==> src/rtl/alarm_pkg.sv <==
package alarm_pkg;

    typedef enum logic [1:0] {
        FLD_SEC  = 2'd0,
        FLD_MIN  = 2'd1,
        FLD_HOUR = 2'd2,
        FLD_DATE = 2'd3
    } field_e;

    typedef enum logic [2:0] {
        RPT_MONTH,
        RPT_DAY,
        RPT_HOUR,
        RPT_MIN,
        RPT_SEC
    } repeat_e;

    // significant bits compared and checked for each field
    function automatic logic [7:0] field_bits(input int unsigned idx);
        return (idx < 2) ? 8'h7F : 8'h3F;
    endfunction

    function automatic logic digits_ok(input logic [7:0] v);
        return (v[7:4] <= 4'd9) && (v[3:0] <= 4'd9);
    endfunction

    function automatic logic [7:0] bcd_value(input logic [7:0] v);
        return ({4'd0, v[7:4]} * 8'd10) + {4'd0, v[3:0]};
    endfunction

endpackage

==> src/rtl/alarm_wr_check.sv <==
module alarm_wr_check
    import alarm_pkg::*;
#(
    parameter int DW = 8
) (
    input  field_e          fld,
    input  logic [DW-1:0]   data,
    output logic            ok
);
    logic [7:0] v;
    logic [7:0] val;

    always_comb begin
        v   = data[7:0] & field_bits(int'(fld));
        val = bcd_value(v);
        ok  = 1'b0;
        case (fld)
            FLD_SEC, FLD_MIN: ok = digits_ok(v) && (val <= 8'd59);
            FLD_HOUR:         ok = digits_ok(v) && (val <= 8'd23);
            FLD_DATE:         ok = digits_ok(v) && (val != 8'd0);
            default:          ok = 1'b0;
        endcase
    end
endmodule

==> src/rtl/alarm_regs.sv <==
module alarm_regs #(
    parameter int NF = 4,
    parameter int DW = 8,
    localparam int AW = $clog2(NF)
) (
    input  logic                   clk,
    input  logic                   rst_n,
    input  logic                   wr_en,
    input  logic [AW-1:0]          wr_addr,
    input  logic [DW-1:0]          wr_data,
    input  logic                   wr_ok,
    input  logic [AW-1:0]          rd_addr,
    output logic [DW-1:0]          rd_data,
    output logic [NF-1:0][DW-1:0]  regs
);
    typedef struct packed {
        logic [NF-1:0][DW-1:0] field;
    } regs_t;

    regs_t st_d, st_q;

    always_comb begin
        st_d = st_q;
        for (int i = 0; i < NF; i++) begin
            if (wr_en && wr_ok && (wr_addr == AW'(i)))
                st_d.field[i] = wr_data;
        end
    end

    always_ff @(posedge clk or negedge rst_n) begin
        if (!rst_n) st_q <= '0;
        else        st_q <= st_d;
    end

    assign rd_data = st_q.field[rd_addr];
    assign regs    = st_q.field;


    reject_keeps_chk: assert property (@(posedge clk) disable iff (!rst_n)
        (wr_en && !wr_ok) |=> $stable(st_q));
endmodule

==> src/rtl/alarm_cmp.sv <==
module alarm_cmp
    import alarm_pkg::*;
#(
    parameter int NF = 4,
    parameter int DW = 8
) (
    input  logic [NF-1:0][DW-1:0] regs,
    input  logic [NF-1:0][DW-1:0] cur,
    output repeat_e               mode,
    output logic                  match
);
    logic [NF-1:0] eq;
    logic [NF-1:0] msk;

    for (genvar i = 0; i < NF; i++) begin : g_fld
        assign eq[i]  = ((regs[i][7:0] ^ cur[i][7:0]) & field_bits(i)) == 8'h00;
        assign msk[i] = regs[i][DW-1];
    end

    always_comb begin
        case (msk)
            4'b0000: mode = RPT_MONTH;
            4'b1000: mode = RPT_DAY;
            4'b1100: mode = RPT_HOUR;
            4'b1110: mode = RPT_MIN;
            default: mode = RPT_SEC;
        endcase
        case (mode)
            RPT_MONTH: match = &eq;
            RPT_DAY:   match = &eq[2:0];
            RPT_HOUR:  match = &eq[1:0];
            RPT_MIN:   match = eq[0];
            default:   match = 1'b1;
        endcase
    end
endmodule

==> src/rtl/bcd_alarm_match.sv <==
module bcd_alarm_match
    import alarm_pkg::*;
#(
    parameter int NF = 4,
    parameter int DW = 8,
    localparam int AW = $clog2(NF)
) (
    input  logic          clk,
    input  logic          rst_n,
    input  logic          wr_en,
    input  logic [AW-1:0] wr_addr,
    input  logic [DW-1:0] wr_data,
    input  logic [AW-1:0] rd_addr,
    output logic [DW-1:0] rd_data,
    input  logic          tick,
    input  logic [DW-1:0] cur_sec,
    input  logic [DW-1:0] cur_min,
    input  logic [DW-1:0] cur_hour,
    input  logic [DW-1:0] cur_date,
    output logic          irq_pulse
);
    typedef struct packed {
        logic irq;
    } out_t;

    out_t                  o_d, o_q;
    logic                  wr_ok;
    logic [NF-1:0][DW-1:0] regs;
    logic [NF-1:0][DW-1:0] cur;
    repeat_e               mode;
    logic                  match;

    assign cur = {cur_date, cur_hour, cur_min, cur_sec};

    alarm_wr_check #(.DW(DW)) u_chk (
        .fld  (field_e'(wr_addr)),
        .data (wr_data),
        .ok   (wr_ok)
    );

    alarm_regs #(.NF(NF), .DW(DW)) u_regs (
        .clk     (clk),
        .rst_n   (rst_n),
        .wr_en   (wr_en),
        .wr_addr (wr_addr),
        .wr_data (wr_data),
        .wr_ok   (wr_ok),
        .rd_addr (rd_addr),
        .rd_data (rd_data),
        .regs    (regs)
    );

    alarm_cmp #(.NF(NF), .DW(DW)) u_cmp (
        .regs  (regs),
        .cur   (cur),
        .mode  (mode),
        .match (match)
    );

    always_comb begin
        o_d     = o_q;
        o_d.irq = tick && match;
    end

    always_ff @(posedge clk or negedge rst_n) begin
        if (!rst_n) o_q <= '0;
        else        o_q <= o_d;
    end

    assign irq_pulse = o_q.irq;


    no_tick_no_irq_chk: assert property (@(posedge clk) disable iff (!rst_n)
        !tick |=> !irq_pulse);

    irq_after_tick_chk: assert property (@(posedge clk) disable iff (!rst_n)
        irq_pulse |-> $past(tick));

    every_sec_fires_chk: assert property (@(posedge clk) disable iff (!rst_n)
        (tick && mode == RPT_SEC) |=> irq_pulse);

    reset_quiet_chk: assert property (@(posedge clk)
        !rst_n |-> !irq_pulse);
endmodule

==> config.mk <==
export PLATFORM = sky130hd
export DESIGN_NAME = bcd_alarm_match
export DESIGN_NICKNAME = d
export VERILOG_FILES = /design/src/rtl/alarm_pkg.sv /design/src/rtl/alarm_wr_check.sv /design/src/rtl/alarm_regs.sv /design/src/rtl/alarm_cmp.sv /design/src/rtl/bcd_alarm_match.sv
export SDC_FILE = /design/constraint.sdc
export NUM_CORES = 1
export LEC_CHECK = 0
export CORE_MARGIN = 4
export CORE_UTILIZATION = 45
export CTS_CLUSTER_SIZE = 25
export DETAILED_ROUTE_END_ITERATION = 10
export PLACE_DENSITY_LB_ADDON = 0.3
export SLEW_MARGIN = 20
export SYNTH_ARGS = -nofsm -noshare
export SYNTH_HDL_FRONTEND = slang
export SYNTH_SLANG_ARGS = --single-unit
export TNS_END_PERCENT = 1
==> constraint.sdc <==
create_clock -name clk -period 2 [get_ports clk]
set_input_delay 0.4 -clock clk [delete_from_list [all_inputs] [get_ports clk]]
set_output_delay 0.4 -clock clk [all_outputs]
set_load 0.01 [all_outputs]
# Yosys cells after proc, flatten, opt, wreduce, memory -nomap -nowiden
# Cells that the tools add are included.
dict set report word_totals {
  register_bits 33
  latchBits 0
  ramBits 0
  rom_bits 0
  inputBits 48
  output_inout_bits 9
  elab_cells 55
  n_memories 0
}
dict set report classes {
  addsub 1
  n_mul 1
  div_mod_pow 0
  order_cmp 6
  eq_ne 9
  shift 0
  mux 6
  n_bitwise 5
  reduce_logical 22
}
# operator n
set op_table {}
lappend op_table {{8-bit logical NOT} 4}
lappend op_table {{8-bit binary-select mux with 2-bit select} 1}
lappend op_table {{7-bit XOR} 2}
lappend op_table {{4-bit == test (second input constant)} 3}
lappend op_table {{3-bit one-hot mux with 4 select lines} 1}
lappend op_table {{6-bit XOR} 2}
lappend op_table {{1-bit logical AND} 10}
lappend op_table {{8-bit by 4-bit adder with 8-bit output} 1}
lappend op_table {{8-bit AND} 1}
lappend op_table {{4-bit less-or-equal comparator (second input constant)} 2}
lappend op_table {{8-bit by 5-bit less-or-equal comparator with 1-bit output (second input constant)} 1}
lappend op_table {{8-bit by 6-bit less-or-equal comparator with 1-bit output (second input constant)} 1}
lappend op_table {{8-bit 2-to-1 mux} 1}
lappend op_table {{8-bit nonzero test} 1}
lappend op_table {{4-bit by 3-bit multiplier with 7-bit output (second input constant)} 1}
lappend op_table {{7-bit 2-to-1 mux} 1}
lappend op_table {{3-bit by 2-bit == test with 1-bit output (second input constant)} 2}
lappend op_table {{2-bit == test (second input constant)} 2}
lappend op_table {{4-bit logical NOT} 1}
lappend op_table {{1-bit one-hot mux with 4 select lines} 1}
lappend op_table {{4-bit AND reduction} 1}
lappend op_table {{3-bit by 1-bit == test with 1-bit output (second input constant)} 1}
lappend op_table {{3-bit logical NOT} 1}
lappend op_table {{2-bit by 3-bit less-than comparator with 1-bit output (second input constant)} 1}
lappend op_table {{other kinds (7)} 7}

# Logic depth before layout (Yosys ltp)
dict set report logic_depth {
  ltp_word 10
  ltp_mapped 9
  ltp_nobuf 8
}

# Hierarchy
# From an unflattened synthesis, not the netlist that was laid out.
dict set report hier_totals {
  cells_unflattened 160
  hier_area_um2 2132.0
}
# mod n_inst cells_each area_per_inst_um2 seq_area_each_um2
set by_module_without_submodules {}
lappend by_module_without_submodules {alarm_regs 1 79 1446.4 800.8}
lappend by_module_without_submodules {alarm_cmp 1 41 340.3 0.0}
lappend by_module_without_submodules {alarm_wr_check 1 38 314.1 0.0}
lappend by_module_without_submodules {bcd_alarm_match 1 2 31.3 25.0}

# Worst setup path after synthesis
# No wires, ideal clock.
dict set report synth_timing {
  path_kind {in2reg}
  start {in wr_addr[1]}
  end {reg u_regs.st_q, in the netlist u_regs.regs[10]}
  setup_time_ns 0.125
  arrival_time_ns 2.398
  required_ns 1.875
  path_slack_ns -0.523
  stages 8
  path_buffers 0
  cell_sequence {nand2b_1 > xnor2_1 > ha_1 > nor2b_1 > o21ai_2 > mux2i_1 > a311oi_4 > mux2_2}
}
dict set report synth_via {
  elab_chain_len 10
  word_cells_on_any_way 21
  cone_classes {add/sub: 1; mul: 1; order compare: 4; eq/ne: 3; mux: 2; bitwise: 1; reduce/logical: 9}
}
# item line_no
set synth_lines {}
lappend synth_lines {{from (decl)} bcd_alarm_match.sv:11} ;# input logic [AW-1:0] wr_addr,
lappend synth_lines {{2-bit less-than comparator} alarm_pkg.sv:20} ;# return (idx < 2) ? 8'h7F : 8'h3F;
lappend synth_lines {{7-bit 2-to-1 mux} alarm_pkg.sv:20}
lappend synth_lines {{8-bit AND} alarm_wr_check.sv:14} ;# v = data[7:0] & field_bits(int'(fld));
lappend synth_lines {{4-bit by 3-bit multiplier with 7-bit output} alarm_pkg.sv:28} ;# return ({4'd0, v[7:4]} * 8'd10) + {4'd0, v[3:0]};
lappend synth_lines {{8-bit by 4-bit adder with 8-bit output} alarm_pkg.sv:28}
lappend synth_lines {{8-bit by 5-bit less-or-equal comparator with 1-bit output, or another cell as far along} alarm_wr_check.sv:19} ;# FLD_HOUR: ok = digits_ok(v) && (val <= 8'd23);
lappend synth_lines {{1-bit logical AND (on tied branches)} {alarm_wr_check.sv:19, alarm_wr_check.sv:18, alarm_wr_check.sv:20}}
lappend synth_lines {{1-bit one-hot mux with 3 select lines} alarm_wr_check.sv:17} ;# case (fld)
lappend synth_lines {{1-bit logical AND} alarm_regs.sv:25} ;# if (wr_en && wr_ok && (wr_addr == AW'(i)))
lappend synth_lines {{1-bit logical AND (*)} alarm_regs.sv:25}
lappend synth_lines {{to (signal assigned)} alarm_regs.sv:32} ;# else st_q <= st_d;
lappend synth_lines {{to (decl)} alarm_regs.sv:20} ;# regs_t st_d, st_q;
# Every way passes the cells marked *; elsewhere a longest branch is shown, timed or not.
# A chain may end at the register's enable or synchronous reset.

# Worst setup path in the final report
dict set report layout_timing {
  start {in wr_data[1]}
  end {reg u_regs.st_q, in the netlist u_regs.regs[30]}
}
dict set report layout_via {
  elab_chain_len 7
  word_cells_on_any_way 13
  cone_classes {add/sub: 1; order compare: 3; mux: 1; bitwise: 1; reduce/logical: 7}
}
# item line_no
set layout_lines {}
lappend layout_lines {{from (decl)} bcd_alarm_match.sv:12} ;# input logic [DW-1:0] wr_data,
lappend layout_lines {{8-bit AND (*)} alarm_wr_check.sv:14}
lappend layout_lines {{8-bit by 4-bit adder with 8-bit output or 4-bit less-or-equal comparator (tied branches)} {alarm_pkg.sv:28, alarm_pkg.sv:24}}
lappend layout_lines {{8-bit by 5-bit less-or-equal comparator with 1-bit output, or another cell as far along} alarm_wr_check.sv:19}
lappend layout_lines {{1-bit logical AND (on tied branches)} {alarm_wr_check.sv:19, alarm_wr_check.sv:18, alarm_wr_check.sv:20}}
lappend layout_lines {{1-bit one-hot mux with 3 select lines (*)} alarm_wr_check.sv:17}
lappend layout_lines {{1-bit logical AND (*) (2 in a row)} alarm_regs.sv:25}
# Marked as above.

==> flow_metrics.env <==
export IMPL_rows=24
export IMPL_slowest_stage="fa_2"
export IMPL_ys_warn_count=0
export IMPL_syn_area_per_cell_um2=12.6
export IMPL_areaGrowthSynthToFinish_pct=53.6
export IMPL_r2r_slack_ns=0.26
export IMPL_path_depth=10
export IMPL_min_from="wr_data[4]"
export IMPL_synth_edf_count=0
export IMPL_ys_async_sr_fraction_pct=100
export IMPL_relSlewSlack_pct=71.6
export IMPL_fin_skew_ns=0.00880
export IMPL_fin_crit_ns=2.29
export IMPL_dp_hpwl_um=4480
export IMPL_n_fill_cell=314
export IMPL_fmax_ghz=0.437
export IMPL_clkTransAtPathRegs_ns=0.07
export IMPL_rsz0062_at_grt="yes"
export IMPL_critPathLaunch="wr_data[1]"
export IMPL_final_setup_tns_ns=-7.04
export IMPL_cpMostUsedCell="buf_6"
export IMPL_cp_required_ns=2.16
export IMPL_die_height_um=76.4
export IMPL_ys_seq_elements=33
export IMPL_viasPerCell=5.55
export IMPL_setup_ws_ns=-0.291
export IMPL_path_class="in2reg"
export IMPL_hold_path_class="in2reg"
export IMPL_cp_end_kind="flip-flop"
export IMPL_ys_types=40
export IMPL_grt_max_degree=34
export IMPL_cp_top_family="adder cells"
export IMPL_post_cts_buffers=0
export IMPL_crit_chain="buf_6 -> ha_4 -> inv_2 -> fa_2 -> xnor2_2 -> nor4b_4 -> o211ai_1 -> o21ai_2 -> buf_6 -> mux2_2"
export IMPL_cp_slowest_stage_delay_ns=0.43
export IMPL_grt_pass1_wl_um=9960
export IMPL_cts_max_path_buffers=2
export IMPL_postRouteAntennaNets=0
export IMPL_worst_slew_pin_slew_ns=0.426
export IMPL_dieWidth_um=76.4
export IMPL_grtUsageTotal_pct=22.3
export IMPL_hold_viol_final=0
export IMPL_wire_per_inst_um=19.6
export IMPL_worst_path_buf_inv=3
export IMPL_cts_buffers=5
export IMPL_r2r_end="irq_pulse"
export IMPL_grt_antenna_before_repair=0
export IMPL_totalWireLength_um=6030
export IMPL_path_max_fanout=5
export IMPL_cts_sinks=33
export IMPL_maxCapViolCount=0
export IMPL_ys_flop_type="dfrtp_1"
export IMPL_root_buffer="clkbuf_8"
export IMPL_crit_arrival_ns=2.45
export IMPL_die_area_um2=5830
export IMPL_p_leak_nw=1.33
export IMPL_drtIter0Drc=100
export IMPL_netlist_instances=167
export IMPL_setup_viol=32
export IMPL_fin_crit_sh_pct=115
export IMPL_power_density_nw_per_um2=865
export IMPL_pin_count=57
export IMPL_reg2reg_depth=6
export IMPL_core_area_um2=4440
export IMPL_place_gp_congestion=0.802
export IMPL_drc_errors=0
export IMPL_final_nets=307
export IMPL_h_tree_depth=2
export IMPL_grt_ovfl_total=0
export IMPL_antenna_cells=0
export IMPL_clk_latency_ns=0.28
export IMPL_finalMaxSlewViolations=0
export IMPL_syn_cell_area_um2=2100
export IMPL_vias=1703
export IMPL_cp_start_kind="input port"
export IMPL_status="finished, violations left"
export IMPL_critPathCapture="u_regs.regs[30]"
export IMPL_vdd_drop_max_mv=0.416
export IMPL_violations="setup timing"
export IMPL_io_buffers=50
export IMPL_start_util_pct=47.4
export IMPL_r2r_start="u_regs.regs[15]"
export IMPL_power_mw=2.80
export IMPL_ys_seq_area_share_pct=39.2
export IMPL_syn_num_nets=220
export IMPL_first_pass_iters=4
export IMPL_grt_pass1_vias=1952
export IMPL_drive_gt1_share_pct=44.7
export IMPL_cts_tree="yes"
==> synth_stat cells, drive strengths merged, types with 3 or more instances <==
| master | number | share of area [%] |
|---|---|---|
| xnor2 | 19 | 7.9 |
| mux2 | 32 | 17 |
| ha | 4 | 2.4 |
| xor2 | 11 | 4.6 |
| mux4 | 8 | 8.6 |
| nand2b | 3 | 0.89 |
| nor4 | 4 | 1.2 |
| nand4 | 4 | 1.2 |
| nor2 | 5 | 0.89 |
| inv | 5 | 0.89 |
| o21ai | 8 | 2.3 |
| clkbuf | 3 | 0.59 |
| dfrtp | 33 | 39 |
==> worst min path at each step <==
| stage | end | slack [ns] | depth (start not counted) |
|---|---|---|---|
| after global routing | u_regs.regs[20] | 0.47 | 3 |
| after global placement | u_regs.regs[22] | 0.47 | 1 |
| after floorplan | irq_pulse | 0.10 | 0 |
| after detailed placement | u_regs.regs[22] | 0.48 | 1 |
| after CTS | u_regs.regs[28] | 0.47 | 3 |
| final | u_regs.regs[28] | 0.48 | 3 |
==> routing by layer <==
metal | vias to the layer above | part of all wire, % | global-route usage (%)
met3 | 13 | 4.5 | 5.32
met5 | - | 0 | 0
li1 | 799 | - | -
met4 | 0 | 2.9 | 12.5
met1 | 844 | 40 | 25.0
met2 | 47 | 53 | 38.7
==> layout make-up <==
class	count	area (um2)	area share (%)
Sequential cell	33	826	25.6
Inverter	5	18.8	0.581
Clock buffer	7	86.3	2.67
Multi-Input combinational cell	126	1440	44.5
Tap cell	52	65.1	2.01
Timing Repair Buffer	83	767	23.7
Clock inverter	1	30.0	0.929
==> per-stage QoR <==
step	hold slack (ns)	instance area, um2	std cells	setup slack [ns]	utilization (%)
floorplan	0.104	2110	167	-0.521	-
global placement	0.470	2930	299	-1.05	66.0
detailed placement	0.483	2930	299	-1.11	66.0
CTS	0.467	3210	307	-0.214	72.2
global route	0.471	3230	307	-0.345	72.7
finish	0.477	3230	307	-0.291	72.7
==> layout by cell type, fill, tap and decap left out, drive strengths merged, types with 3 or more instances in the layout <==
cell type,n
buf,41
clkdlybuf4s50,33
dfrtp,33
mux2,32
xnor2,19
xor2,11
mux4,8
o21ai,8
clkbuf,7
nor2,5
clkdlybuf4s15,5
inv,5
nand4,4
nor4,4
ha,4
dlygate4sd2,4
nand2b,3
==> power breakdown <==
| part | leakage [nW] | switching, mW | internal (mW) |
|---|---|---|---|
| sequential | 0.398 | 0.216 | 0.872 |
| clock | 0.0585 | 0.235 | 0.406 |
| combinational | 0.875 | 0.411 | 0.653 |
| total | 1.33 | 0.863 | 1.93 |
==> kinds of logic after synthesis <==
group	share of synthesized area [%]
mux	26.2
flops	39.2
xor+xnor	12.5
simple gates	7.25
compound gates	10.0
buf+inv	1.49
fa+ha+maj	3.33
==> flip-flops by register name (all words and copies together), names as in the netlist <==
register / count
u_regs.regs: 32
irq_pulse: 1
==> what timing repair did <==
action	CTS	global route
pin swaps	9	3
setup endpoints to repair	40	32
gates resized for setup	83	6
hold buffers	0	0
==> worst min-delay path, stage by stage <==
cell,delay (ns)
buf_6,0.09
buf_4,0.10
mux2_2,0.13
Note: power is estimated with default switching activity, not from simulation.
